$ cat config.mk
export PLATFORM = sky130hd
export DESIGN_NAME = wake_clk_seq
export DESIGN_NICKNAME = d
export VERILOG_FILES = /design/src/rtl/wake_seq_pkg.sv /design/src/rtl/wake_tick_timer.sv /design/src/rtl/wake_exit_fsm.sv /design/src/rtl/wake_clk_route.sv /design/src/rtl/wake_clk_seq.sv
export SDC_FILE = /design/constraint.sdc
export NUM_CORES = 1
export LEC_CHECK = 0
export CAP_MARGIN = 25
export CORE_UTILIZATION = 40
export DETAILED_ROUTE_END_ITERATION = 6
export HOLD_SLACK_MARGIN = 0.03
export PLACE_DENSITY = 0.74
export SYNTH_ARGS = -nofsm -noshare
export SYNTH_HDL_FRONTEND = slang
export SYNTH_SLANG_ARGS = --single-unit
$ cat constraint.sdc
create_clock -name clk_i -period 3.4 [get_ports clk_i]
set_clock_uncertainty 0.1 [all_clocks]
set_input_delay 0.51 -clock clk_i [delete_from_list [all_inputs] [get_ports clk_i]]
set_output_delay 0.51 -clock clk_i [all_outputs]
set_load 0.01 [all_outputs]
$ cat src/rtl/wake_seq_pkg.sv
package wake_seq_pkg;

   typedef enum logic [1:0] {
      ST_AWAKE = 2'b00,
      ST_SLEEP = 2'b01,
      ST_WAKE  = 2'b10
   } seq_state_e;

   typedef enum logic [1:0] {
      SRC_PRI = 2'b00,
      SRC_SEC = 2'b01,
      SRC_INT = 2'b10
   } clk_src_e;

   // Select 11 is folded onto the internal clock.
   function automatic clk_src_e sel_to_src(input logic [1:0] sel);
      clk_src_e r;
      case (sel)
         2'b00:   r = SRC_PRI;
         2'b01:   r = SRC_SEC;
         default: r = SRC_INT;
      endcase
      return r;
   endfunction

   // Crystal and resonator modes need the oscillator start-up count.
   function automatic logic osc_needs_ost(input logic [1:0] mode);
      return (mode != 2'b11);
   endfunction

endpackage

$ cat src/rtl/wake_tick_timer.sv
module wake_tick_timer #(
   parameter int unsigned LEN = 8
) (
   input  logic clk_i,
   input  logic rst_ni,
   input  logic clear_i,
   input  logic run_i,
   input  logic tick_i,
   output logic done_o
);

   localparam int unsigned CW = (LEN > 1) ? $clog2(LEN + 1) : 1;

   if (LEN < 1) begin : g_bad_len
      $error("wake_tick_timer: LEN must be at least 1");
   end

   if (LEN == 1) begin : g_flag
      logic hit_q;
      always_ff @(posedge clk_i or negedge rst_ni) begin
         if (!rst_ni)                hit_q <= 1'b0;
         else if (clear_i)           hit_q <= 1'b0;
         else if (run_i && tick_i)   hit_q <= 1'b1;
      end
      assign done_o = hit_q;
   end else begin : g_count
      logic [CW-1:0] cnt_q;
      logic          full;
      assign full = (cnt_q == CW'(LEN));
      always_ff @(posedge clk_i or negedge rst_ni) begin
         if (!rst_ni)                       cnt_q <= '0;
         else if (clear_i)                  cnt_q <= '0;
         else if (run_i && tick_i && !full) cnt_q <= cnt_q + 1'b1;
      end
      assign done_o = full;
   end

endmodule

$ cat src/rtl/wake_exit_fsm.sv
module wake_exit_fsm
   import wake_seq_pkg::*;
(
   input  logic       clk_i,
   input  logic       rst_ni,
   input  logic       sleep_req_i,
   input  logic       wake_any_i,
   input  logic [1:0] clk_sel_i,
   input  logic [1:0] osc_mode_i,
   input  logic       two_speed_i,
   input  logic       cst_done_i,
   input  logic       ost_done_i,
   output seq_state_e state_o,
   output logic       timer_clear_o,
   output logic       timer_run_o,
   output logic       need_ost_o,
   output logic       asleep_o,
   output clk_src_e   exit_src_o
);

   seq_state_e state_q, state_d;
   logic [1:0] sel_q;
   logic       pri_ready, released, enter;

   assign need_ost_o = (sel_q == 2'b00) && osc_needs_ost(osc_mode_i);
   assign pri_ready  = !need_ost_o || ost_done_i;
   assign released   = cst_done_i && (pri_ready || two_speed_i);
   assign enter      = sleep_req_i && !wake_any_i &&
                       ((state_q == ST_AWAKE) || ((state_q == ST_WAKE) && released));

   always_comb begin
      state_d = state_q;
      case (state_q)
         ST_AWAKE: if (enter) state_d = ST_SLEEP;
         ST_SLEEP: if (wake_any_i) state_d = ST_WAKE;
         ST_WAKE: begin
            if (enter)                         state_d = ST_SLEEP;
            else if (cst_done_i && pri_ready)  state_d = ST_AWAKE;
         end
         default: state_d = ST_AWAKE;
      endcase
   end

   always_ff @(posedge clk_i or negedge rst_ni) begin
      if (!rst_ni) begin
         state_q <= ST_AWAKE;
         sel_q   <= 2'b00;
      end else begin
         state_q <= state_d;
         if ((state_q == ST_SLEEP) && wake_any_i) sel_q <= clk_sel_i;
      end
   end

   assign state_o       = state_q;
   assign timer_clear_o = enter;
   assign timer_run_o   = (state_q == ST_WAKE);
   assign asleep_o      = (state_q == ST_SLEEP) || ((state_q == ST_WAKE) && !released);
   assign exit_src_o    = ((sel_q == 2'b00) && !pri_ready) ? SRC_INT : sel_to_src(sel_q);

endmodule

$ cat src/rtl/wake_clk_route.sv
module wake_clk_route
   import wake_seq_pkg::*;
(
   input  logic       clk_i,
   input  logic       rst_ni,
   input  seq_state_e state_i,
   input  logic [1:0] clk_sel_i,
   input  clk_src_e   exit_src_i,
   output logic [1:0] clk_src_o
);

   clk_src_e src_q;

   // While awake a request for the primary clock is deferred to the next wake.
   always_ff @(posedge clk_i or negedge rst_ni) begin
      if (!rst_ni) begin
         src_q <= SRC_PRI;
      end else begin
         case (state_i)
            ST_AWAKE: if (clk_sel_i != 2'b00) src_q <= sel_to_src(clk_sel_i);
            ST_WAKE:  src_q <= exit_src_i;
            default:  src_q <= src_q;
         endcase
      end
   end

   assign clk_src_o = (state_i == ST_WAKE) ? exit_src_i : src_q;

endmodule

$ cat src/rtl/wake_clk_seq.sv
module wake_clk_seq
   import wake_seq_pkg::*;
#(
   parameter int unsigned N_WAKE    = 4,
   parameter int unsigned CST_TICKS = 8,
   parameter int unsigned OST_TICKS = 1024
) (
   input  logic              clk_i,
   input  logic              rst_ni,
   input  logic              sleep_req_i,
   input  logic [N_WAKE-1:0] wake_src_i,
   input  logic [N_WAKE-1:0] wake_en_i,
   input  logic [1:0]        clk_sel_i,
   input  logic [1:0]        osc_mode_i,
   input  logic              two_speed_i,
   input  logic              pri_tick_i,
   input  logic              cst_tick_i,
   output logic              asleep_o,
   output logic              core_run_o,
   output logic [1:0]        clk_src_o
);

   if (N_WAKE < 1) begin : g_bad_nwake
      $error("wake_clk_seq: N_WAKE must be at least 1");
   end
   if (OST_TICKS < 1 || CST_TICKS < 1) begin : g_bad_ticks
      $error("wake_clk_seq: start-up lengths must be nonzero");
   end

   seq_state_e state_w;
   clk_src_e   exit_src_w;
   logic       wake_any_w, clear_w, run_w, need_ost_w, cst_done_w, ost_done_w, asleep_w;

   assign wake_any_w = |(wake_src_i & wake_en_i);

   wake_tick_timer #(.LEN(CST_TICKS)) u_cst (
      .clk_i   (clk_i),
      .rst_ni  (rst_ni),
      .clear_i (clear_w),
      .run_i   (run_w),
      .tick_i  (cst_tick_i),
      .done_o  (cst_done_w)
   );

   wake_tick_timer #(.LEN(OST_TICKS)) u_ost (
      .clk_i   (clk_i),
      .rst_ni  (rst_ni),
      .clear_i (clear_w),
      .run_i   (run_w && need_ost_w),
      .tick_i  (pri_tick_i),
      .done_o  (ost_done_w)
   );

   wake_exit_fsm u_fsm (
      .clk_i         (clk_i),
      .rst_ni        (rst_ni),
      .sleep_req_i   (sleep_req_i),
      .wake_any_i    (wake_any_w),
      .clk_sel_i     (clk_sel_i),
      .osc_mode_i    (osc_mode_i),
      .two_speed_i   (two_speed_i),
      .cst_done_i    (cst_done_w),
      .ost_done_i    (ost_done_w),
      .state_o       (state_w),
      .timer_clear_o (clear_w),
      .timer_run_o   (run_w),
      .need_ost_o    (need_ost_w),
      .asleep_o      (asleep_w),
      .exit_src_o    (exit_src_w)
   );

   wake_clk_route u_route (
      .clk_i      (clk_i),
      .rst_ni     (rst_ni),
      .state_i    (state_w),
      .clk_sel_i  (clk_sel_i),
      .exit_src_i (exit_src_w),
      .clk_src_o  (clk_src_o)
   );

   assign asleep_o   = asleep_w;
   assign core_run_o = !asleep_w;

endmodule

# After elaboration in Yosys (flattened, before gate mapping)
# Cells that the tools add are included.
[word_totals]
regBits = 21
ramBits = 0
elab_cells = 69
out_inout_bits = 4
latchBits = 0
rom_bits = 0
input_bits = 18
mem_count = 0
[classes]
mux = 15
n_eq_ne = 11
add_sub_neg = 2
div = 0
multipliers = 0
n_lt_le_gt_ge = 0
reduce_logical = 35
n_shift = 0
bitwise = 1
[ops]
columns = ["operator", "count"]
rows = [
  ["$mux 11", 2],
  ["$logic_and 1x1->1", 14],
  ["$mux 2", 7],
  ["$pmux 2 s2", 3],
  ["$add 11x1->11 const B", 1],
  ["$eq 11x11->1 const B", 1],
  ["$mux 4", 2],
  ["$reduce_bool 2->1", 4],
  ["$logic_not 1->1", 7],
  ["$eq 2x1->1 const B", 3],
  ["$logic_not 2->1", 3],
  ["$pmux 2 s3", 1],
  ["$add 4x1->4 const B", 1],
  ["$and 4x4->4", 1],
  ["$eq 4x4->1 const B", 1],
  ["$logic_or 1x1->1", 4],
  ["$ne 2x1->1 const B", 2],
  ["$ne 2x2->1 const B", 2],
  ["$reduce_or 4->1", 1],
  ["$ne 3x2->1 const B", 1],
  ["$reduce_and 3->1", 1],
  ["$eq 2x2->1 const B", 1],
  ["$reduce_and 2->1", 1],
]

# Depth between registers and ports, before layout
# Gate-level depths: netlist of the first run.
[logic_depth]
depth_word = 11
ltp_mapped = 7
ltp_nobuf = 6

# Cells and area by module
# A second synthesis of the first run with hierarchy kept.
[unflattened]
hier_cells = 143
hier_area_um2 = 1346.3
[modules_own_cells]
columns = ["mod", "seq_area_each_um2", "instances", "area_per_inst_um2", "cells_per_inst"]
rows = [
  ["wake_tick_timer (u_ost)", 275.3, 1, 689.4, 75],
  ["wake_exit_fsm", 100.1, 1, 252.7, 24],
  ["wake_tick_timer (u_cst)", 100.1, 1, 235.2, 25],
  ["wake_clk_route", 50.0, 1, 140.1, 14],
  ["wake_clk_seq", 0.0, 1, 28.8, 5],
]

# Worst setup path before layout of the first run
# Ideal clock, no wire load.
[synth_timing]
path_kind = "register to output"
from = "register u_ost.g_count.cnt_q[0]"
to = "output port core_run_o"
path_buffers = 0
t_arrival_ns = 1.443
slack_ns = 1.347
path_stages_with_launch = 7
required_time_ns = 2.790
path_cell_list = "dfrtp_1 inv_1 ha_1 nor4b_2 a31o_1 o21bai_1 a21oi_1"
[synth_via]
elab_chain_len = 8
[synth_rtl]
columns = ["item", "line", "text"]
rows = [
  ["from (decl)", "wake_tick_timer.sv:27", "logic [CW-1:0] cnt_q;"],
  ["from (signal assigned)", "wake_tick_timer.sv:33", "else if (run_i && tick_i && !full) cnt_q <= cnt_q + 1'b1;"],
  ["$eq 11x11->1", "wake_tick_timer.sv:29", "assign full = (cnt_q == CW'(LEN));"],
  ["$logic_or 1x1->1", "wake_exit_fsm.sv:26", "assign pri_ready = !need_ost_o || ost_done_i;"],
  ["$logic_or 1x1->1", "wake_exit_fsm.sv:27", "assign released = cst_done_i && (pri_ready || two_speed_i);"],
  ["$logic_and 1x1->1", "wake_exit_fsm.sv:27", ""],
  ["$logic_not 1->1", "wake_exit_fsm.sv:57", "assign asleep_o = (state_q == ST_SLEEP) || ((state_q == ST_WAKE) && !released);"],
  ["$logic_and 1x1->1", "wake_exit_fsm.sv:57", ""],
  ["$logic_or 1x1->1", "wake_exit_fsm.sv:57", ""],
  ["$logic_not 1->1", "wake_clk_seq.sv:82", "assign core_run_o = !asleep_w;"],
  ["to (decl)", "wake_clk_seq.sv:19", "output logic core_run_o,"],
]
# Every way passes these cells.

# Worst setup path after layout of the first run
# Same ends and word-level chain as after synthesis.

==> impl_metrics.csv, run 1 <==
group,metric,value,unit
outcome,status,"complete, no violations",
global_routing,grt_use_total,18.7,%
min_path,hp-class,"in -> async",
global_routing,grt_max_degree,22,
cts,clock_sinks,21,
cts,cts_tree,"built",
cts,clk_latency,320,ps
die,core,3050,µm²
cts,cts_max_level,1,
placement,place_congestion,0.836,
global_routing,grt_pass1_vias,1088,
critical_path,endpoint_kind,"primary output",
routing,firstDrtPassIters,4,
finish,fin_cells,203,
placement,io_buffers,21,
timing,fin_crit_sh,89.8,%
pwr,leakage,0.658,nW
critical_path,path_max_fanout,7,
finish,syn2layout_area_growth,23.5,%
die,ios,22,
pwr,ir_worst_vdd,0.264,mV
placement,dpl-instance-area,1550,µm²
timing,setup_violations,0,
critical_path,required,2790,ps
critical_path,cp-start-kind,"flip-flop",
timing,final_hold_viol_count,0,
finish,drive_gt1_share,11.3,%
yosys,syn_inst,134,
die,die_y,58.8,µm
placement,dp.cells,198,
cts,hold_buffers,0,
routing,detail_route.wl_per_cell,13.5,µm
pwr,power.total,803,µW
routing,drt_iter0_markers,42,
pwr,power.density_cell_area,504,nW/µm²
finish,antennaDiodeCount,0,
yosys,synth_cell_types,41,
critical_path,cp.arrival,2440,ps
global_routing,grt_overflow,0,
global_routing,antenna_found_initial,0,
routing,antenna_left,0,
die,rows,20,
run,cap_violations,0,
timing,tightest_slew,543,ps
timing,finalHoldWorstSlack,373,ps
cts,ctsResizeCount,0,
cts,clk_pin_slew,120,ps
critical_path,worst-setup-path-type,"reg -> out",
routing,post_drt_via_cell_ratio,5.57,
finish,final_area,1590,µm²
cts,cts.path.max_buffers,2,
routing,routed_wl,2.74,mm
cts,cts_buffers,3,
yosys,seq_area_frac_synth,40.7,%
finish,final_cell_mix,"21 x clkdlybuf4s50_1, 21 x dfrtp_1, 10 x nor2_1, 8 x o21ai_0",
yosys,syn-mean-instance-area,9.63,µm²
die,dieArea,3460,µm²
yosys,syn-num-nets,156,
timing,slew_headroom,63.7,%
yosys,ys_ff_latch,21,
routing,drc,0,
timing,max_freq,328,MHz
timing,fin_setup_tns,0,ps
die,dieWidth,58.8,µm
timing,grt_setup_unrepaired,"no",
timing,drv_slew,0,
yosys,yosysWarnings,0,
cts,clock-root-buffer,"clkbuf_4",
die,start_util,42.3,%
cts,post_cts_buffers,0,
global_routing,grt_pass1_wl,4.91,mm
yosys,syn_area,1290,µm²
finish,nNetsFinal,182,
timing,min_period,3050,ps
placement,detailedPlacementHpwl,2.06,mm
routing,num_vias,1131,
-- logic make-up after synthesis --
logic type | count (synthesis) | share of synthesized area [%]
compound gates | 33 | 18.9
xor+xnor | 5 | 3.40
fa+ha+maj | 4 | 3.88
buf+inv | 9 | 3.30
flops | 21 | 40.7
mux | 3 | 2.52
simple gates | 59 | 27.3
-- cell usage after synthesis (all sizes together) --
master	n	area share, %
and3b	1	0.68
nor2	10	2.9
and4	1	0.68
a22oi	2	1.2
o22a	1	0.68
nand4	4	1.9
ha	4	3.9
a211o	1	0.68
o31ai	2	1.2
nor3b	1	0.58
buf	2	1.3
o21ai	8	3.1
nand3	7	2.7
and2	4	1.9
nor4	1	0.49
nor2b	4	1.9
xor2	2	1.4
clkbuf	1	0.29
a21o	2	1.2
inv	6	1.7
or3	6	2.9
nor3	4	1.6
nor4b	2	2.3
dfrtp	21	41
nand2b	2	0.97
nand3b	3	2.0
a31o	1	0.68
nand2	5	1.5
o211ai	1	0.58
xnor2	3	2.0
mux2	2	1.7
a21oi	11	5.4
a2111oi	1	2.1
a31oi	1	0.97
or4	2	1.2
o21bai	2	1.2
and3	2	0.97
mux2i	1	0.78
-- through the flow --
step	util, %	setup WS (ps)
global route	52.2	189
finish	52.2	348
floorplan	-	1350
global placement	50.8	425
detailed placement	50.8	393
CTS	51.7	356
-- state kept, by name, summed over array words and instances (netlist names) --
register             flops
u_cst.g_count.cnt_q      4
u_fsm.sel_q              2
u_fsm.state_o            2
u_ost.g_count.cnt_q     11
u_route.src_q            2
-- layer usage --
metal	GRT usage, %	vias to the layer above	wire length [µm]	share of wire [%]
li1	-	544	-	-
met1	25.0	549	1220	44
met2	30.4	33	1330	48
met3	2.86	5	143	5.2
met4	7.14	0	53	1.9
met5	0	-	0	0
-- power breakdown --
part / switching (mW) / total (mW) / leakage, nW / internal, mW
sequential: 0.0779 / 0.387 / 0.269 / 0.309
combinational: 0.143 / 0.291 / 0.371 / 0.147
clock: 0.0813 / 0.125 / 0.0177 / 0.0441
-- worst paths after layout --
check	start	slack, ps	end	depth (start not counted)
worst max-delay path	u_ost.g_count.cnt_q[0]	350	core_run_o	7
min in group clk_i	u_route.src_q[0]	410	u_route.src_q[0]	1
worst min-delay path	rst_ni	370	u_ost.g_count.cnt_q[4]	1
worst min register to register	u_route.src_q[0]	410	u_route.src_q[0]	1
worst max register to register	u_ost.g_count.cnt_q[0]	1230	u_ost.g_count.cnt_q[2]	8
max in group asynchronous	rst_ni	2400	u_ost.g_count.cnt_q[2]	2
-- area by class of cell --
| type | instances | area (µm²) |
|---|---|---|
| clock buffers | 3 | 22.5 |
| clock inverters | 1 | 5.00 |
| fillers | 303 | 1460 |
| inverters | 6 | 22.5 |
| multi-input cells | 104 | 722 |
| flip-flops and latches | 21 | 526 |
| well taps | 44 | 55.1 |
| repair buffers | 24 | 240 |
-- worst max-delay path, cell delays in order (launching register included) --
cell and delay (ps):
dfrtp_1 470, inv_1 110, ha_1 150, nor4b_2 280
a31o_1 330, o21bai_1 110, a21oi_1 150, clkdlybuf4s50_1 550
(Power assumes the default switching activity.)
==> run 2, diff against run 1 <==
==> constraint.sdc (replaced) <==
create_clock -name clk_i -period 3.9 [get_ports clk_i]
set_clock_uncertainty 0.1 [all_clocks]
set_input_delay 0.585 -clock clk_i [delete_from_list [all_inputs] [get_ports clk_i]]
set_output_delay 0.585 -clock clk_i [all_outputs]
set_load 0.01 [all_outputs]
==> impl_metrics.csv, run 2 (synthesis gave the netlist of run 1 again) <==
group,metric,value,unit
outcome,status,"complete, no violations",
timing,tightest_slew,549,ps
critical_path,endpoint_kind,"primary output",
critical_path,cp-start-kind,"input pin",
routing,highest_layer,"met4",
timing,max_freq,316,MHz
finish,multi_input_area,722,µm²
timing,drv_slew,0,
cts,clk_latency,320,ps
placement,io_buffers,21,
finish,final-seq-area,526,µm²
routing,met1_length,1.30,mm
finish,drive_gt1_share,10.8,%
routing,detail_route.wl_per_cell,14.1,µm
placement,place_congestion,0.833,
cts,clock-root-buffer,"clkbuf_4",
die,dieArea,3460,µm²
finish,nNetsFinal,181,
routing,antenna_left,0,
timing,slew_headroom,63.4,%
pwr,power.density_cell_area,444,nW/µm²
finish,antennaDiodeCount,0,
timing,grt_setup_unrepaired,"no",
pwr,leakage,0.653,nW
timing,fin_crit_sh,81.1,%
routing,num_vias,1132,
routing,routed_wl,2.86,mm
cts,clock_sinks,21,
cts,cts_max_level,1,
die,core,3050,µm²
timing,setup_violations,0,
routing,drt_iter0_markers,56,
critical_path,path_max_fanout,7,
finish,final_area,1590,µm²
cts,cts.path.max_buffers,2,
finish,largest_register_ffs,11,
critical_path,cp.arrival,2480,ps
routing,firstDrtPassIters,4,
finish,regMostFlops,"u_ost.g_count.cnt_q",
critical_path,required,3210,ps
global_routing,grt_pass1_vias,1115,
finish,top_regs,"u_ost.g_count.cnt_q: 11 flops, u_cst.g_count.cnt_q: 4 flops",
timing,final_hold_viol_count,0,
finish,fill_cells,300,
routing,wl_met2,1.41,mm
critical_path,worst-setup-path-type,"in -> out",
die,dieWidth,58.8,µm
global_routing,antenna_found_initial,0,
routing,dr_wl_met3,106,µm
cts,cts_tree,"built",
cts,hold_buffers,0,
global_routing,grt_pass1_wl,4.81,mm
die,die_y,58.8,µm
min_path,hp-class,"reg -> reg",
global_routing,grt_use_total,18.3,%
cts,cts_buffers,3,
cts,clk_pin_slew,120,ps
die,ios,22,
cts,ctsResizeCount,0,
global_routing,grt_max_degree,22,
finish,final_cell_mix,"21 x clkdlybuf4s50_1, 21 x dfrtp_1, 10 x nor2_1, 8 x o21ai_0",
die,rows,20,
routing,drc,0,
die,start_util,42.3,%
timing,fin_setup_tns,0,ps
placement,detailedPlacementHpwl,2.09,mm
finish,syn2layout_area_growth,22.9,%
routing,post_drt_via_cell_ratio,5.60,
cts,post_cts_buffers,0,
finish,fin_cells,202,
pwr,ir_worst_vdd,0.308,mV
placement,dp.cells,196,
placement,dpl-instance-area,1540,µm²
global_routing,grt_overflow,0,
run,cap_violations,0,
timing,min_period,3160,ps
-- run 2: cell types whose count changed in the layout (fill, tap and decap cells not counted) --
cell	previous run	this run
buf_6	0	2
buf_8	1	0
buf_4	2	0
-- run 2: path summary, 6_finish.rpt --
path                                           endpoint  slack [ps]  depth (start not counted)                   start
worst max-delay path                           asleep_o         740                          6           osc_mode_i[0]
max in group asynchronous        u_cst.g_count.cnt_q[1]        2820                          2                  rst_ni
worst max register to register   u_ost.g_count.cnt_q[1]        1630                          7  u_ost.g_count.cnt_q[0]
min in group asynchronous       u_ost.g_count.cnt_q[10]         430                          1                  rst_ni
worst min register to register         u_route.src_q[0]         410                          1        u_route.src_q[0]
worst min-delay path                   u_route.src_q[0]         410                          1        u_route.src_q[0]
-- run 2: routing by layer --
layer	vias up	global-route usage [%]
li1	537	-
met1	562	22.4
met2	29	31.3
met3	4	4.62
met4	0	5.78
met5	-	0
-- run 2: worst max-delay path, cell delays in order --
cell and delay (ps):
clkdlybuf4s50_1 400, a211o_1 360, a31o_1 290, o21bai_1 190
a21o_1 130, clkdlybuf4s50_1 530
-- run 2: cell type report --
class                   count  share of cell area, %
clock buffers               3                   1.42
clock inverters             1                  0.316
inverters                   6                   1.42
multi-input cells         104                   45.5
flip-flops and latches     21                   33.1
well taps                  44                   3.47
repair buffers             23                   14.7
-- run 2: where the power goes --
| group | total, mW | internal (mW) | leakage [nW] | switching [mW] |
|---|---|---|---|---|
| Sequential | 0.339 | 0.269 | 0.269 | 0.0697 |
| Combinational | 0.252 | 0.127 | 0.366 | 0.125 |
| Clock | 0.113 | 0.0384 | 0.0177 | 0.0744 |
| Total | 0.703 | 0.435 | 0.653 | 0.269 |
-- run 2: stage by stage --
stage | setup slack, ps | power (mW) | hold WS [ps] | util, %
5_1_grt | 583 | 0.760 | 435 | 51.9
2_1_floorplan | 1720 | 0.502 | 189 | -
6_report | 736 | 0.703 | 407 | 51.9
4_1_cts | 736 | 0.704 | 411 | 51.2
3_5_place_dp | 744 | 0.592 | 383 | 50.3
3_3_place_gp | 770 | 0.576 | 379 | 50.3
==> run 3, diff against run 2 <==
--- a/config.mk
+++ b/config.mk
@@ -9,7 +9,7 @@
 export CORE_UTILIZATION = 40
 export DETAILED_ROUTE_END_ITERATION = 6
 export HOLD_SLACK_MARGIN = 0.03
-export PLACE_DENSITY = 0.74
+export PLACE_DENSITY = 0.76
 export SYNTH_ARGS = -nofsm -noshare
 export SYNTH_HDL_FRONTEND = slang
 export SYNTH_SLANG_ARGS = --single-unit
==> constraint.sdc (replaced) <==
create_clock -name clk_i -period 2.76 [get_ports clk_i]
set_clock_uncertainty 0.1 [all_clocks]
set_input_delay 0.414 -clock clk_i [delete_from_list [all_inputs] [get_ports clk_i]]
set_output_delay 0.414 -clock clk_i [all_outputs]
set_load 0.01 [all_outputs]
==> impl_metrics.csv, run 3 (synthesis gave the netlist of run 1 again) <==
group,metric,value,unit
cts,cts_tree,"built",
global_routing,grt_use_total,18.7,%
pwr,leakage,0.706,nW
routing,drt_iter0_markers,48,
die,dieArea,3460,µm²
finish,finish.utilization,54.0,%
timing,drv_slew,0,
finish,drive_gt1_share,14.0,%
routing,drc,0,
pwr,power.total,1.02,mW
cts,clock_sinks,21,
min_path,hp-class,"in -> async",
routing,antenna_left,0,
critical_path,required,2250,ps
finish,nNetsFinal,187,
timing,fin_crit_sh,88.5,%
placement,pre_cts_ws,46.4,ps
finish,regMostFlops,"u_ost.g_count.cnt_q",
routing,post_drt_via_cell_ratio,5.40,
routing,routed_wl,2.69,mm
timing,max_freq,409,MHz
finish,final_common_cell,"dfrtp_1",
cts,cts_buffers,3,
cts,cts_max_level,1,
finish,top_regs,"u_ost.g_count.cnt_q: 11 flops, u_cst.g_count.cnt_q: 4 flops",
timing,final_hold_viol_count,0,
finish,fill_cells,278,
outcome,status,"complete, no violations",
routing,wl_met2,1.39,mm
run,cap_violations,0,
critical_path,endpoint_kind,"primary output",
critical_path,cp.arrival,1930,ps
die,dieWidth,58.8,µm
die,rows,20,
die,start_util,42.3,%
timing,layout_setup_ws,316,ps
routing,highest_layer,"met4",
global_routing,grt_pass1_wl,4.85,mm
routing,met1_length,1.17,mm
finish,fin_cells,208,
routing,dr_wl_met3,117,µm
die,core,3050,µm²
placement,io_buffers,21,
timing,slew_headroom,73.1,%
timing,finalHoldWorstSlack,325,ps
timing,min_period,2440,ps
die,ios,22,
placement,dp.cells,202,
pwr,power.density_cell_area,620,nW/µm²
cts,cts.path.max_buffers,2,
global_routing,antenna_found_initial,0,
critical_path,path_max_fanout,9,
timing,tightest_slew,404,ps
critical_path,cp-start-kind,"flip-flop",
critical_path,reg2reg_slack,590,ps
timing,setup_violations,0,
finish,final_area,1650,µm²
timing,grt_setup_unrepaired,"no",
die,die_y,58.8,µm
timing,fin_setup_tns,0,ps
global_routing,grt_overflow,0,
global_routing,grt_pass1_vias,1075,
finish,multi_input_area,739,µm²
cts,clock-root-buffer,"clkbuf_4",
placement,dpl-instance-area,1580,µm²
finish,largest_register_ffs,11,
global_routing,grt_max_degree,22,
placement,detailedPlacementHpwl,2.02,mm
cts,clk_pin_slew,130,ps
routing,firstDrtPassIters,4,
finish,final_cell_mix,"21 x dfrtp_1, 18 x clkdlybuf4s50_1, 10 x nor2_1, 8 x o21ai_0, 8 x buf_4",
routing,num_vias,1123,
placement,place_congestion,0.850,
finish,final-seq-area,526,µm²
routing,detail_route.wl_per_cell,12.9,µm
finish,antennaDiodeCount,0,
cts,hold_buffers,0,
finish,syn2layout_area_growth,27.7,%
pwr,ir_worst_vdd,0.348,mV
critical_path,worst-setup-path-type,"reg -> out",
cts,clk_latency,310,ps
[run 3: cell count changes in the layout (fill, tap and decap cells not counted)]
| cell | before | now |
|---|---|---|
| nor4b_4 | 0 | 2 |
| buf_6 | 2 | 0 |
| clkdlybuf4s50_1 | 21 | 18 |
| dlymetal6s2s_1 | 0 | 3 |
| nor4b_2 | 2 | 0 |
| buf_4 | 0 | 8 |
[run 3: area by class of cell]
class / count / share of cell area, %
Tap cell: 44 / 3.34
Timing Repair Buffer: 29 / 16.9
Multi-Input combinational cell: 104 / 44.9
Clock buffer: 3 / 1.37
Sequential cell: 21 / 31.9
Clock inverter: 1 / 0.304
Inverter: 6 / 1.37
[run 3: path summary, 6_finish.rpt]
path,from,cells past startpoint,to
hold / removal,rst_ni,2,u_ost.g_count.cnt_q[10]
min in group clk_i,u_route.src_q[0],1,u_route.src_q[0]
setup / recovery,u_fsm.state_o[0],4,clk_src_o[0]
max in group asynchronous,rst_ni,2,u_ost.g_count.cnt_q[0]
hold reg to reg,u_route.src_q[0],1,u_route.src_q[0]
setup reg to reg,u_ost.g_count.cnt_q[0],8,u_ost.g_count.cnt_q[0]
[run 3: repair_timing]
item | 4_1_cts | 5_1_grt
buffers inserted | 2 | 0
setup endpoints to repair | 3 | 3
hold endpoints to repair | 0 | 0
pin swaps | 0 | 1
gates resized for setup | 2 | 3
[run 3: worst max-delay path, cell delays in order (launching register included)]
cell and delay [ps]:
dfrtp_1 470, nand2b_1 210, nor3b_1 290, a21o_1 120, clkdlybuf4s50_1 530
[run 3: routing by layer]
layer | vias to the layer above | global-route usage, %
li1 | 552 | -
met1 | 542 | 22.7
met2 | 27 | 32.6
met3 | 2 | 4.18
met4 | 0 | 6.12
met5 | - | 0
[run 3: power breakdown]
part | leakage [nW] | switching (mW) | internal [mW]
logic | 0.420 | 0.196 | 0.210
registers | 0.269 | 0.0833 | 0.380
clock network | 0.0177 | 0.0977 | 0.0541
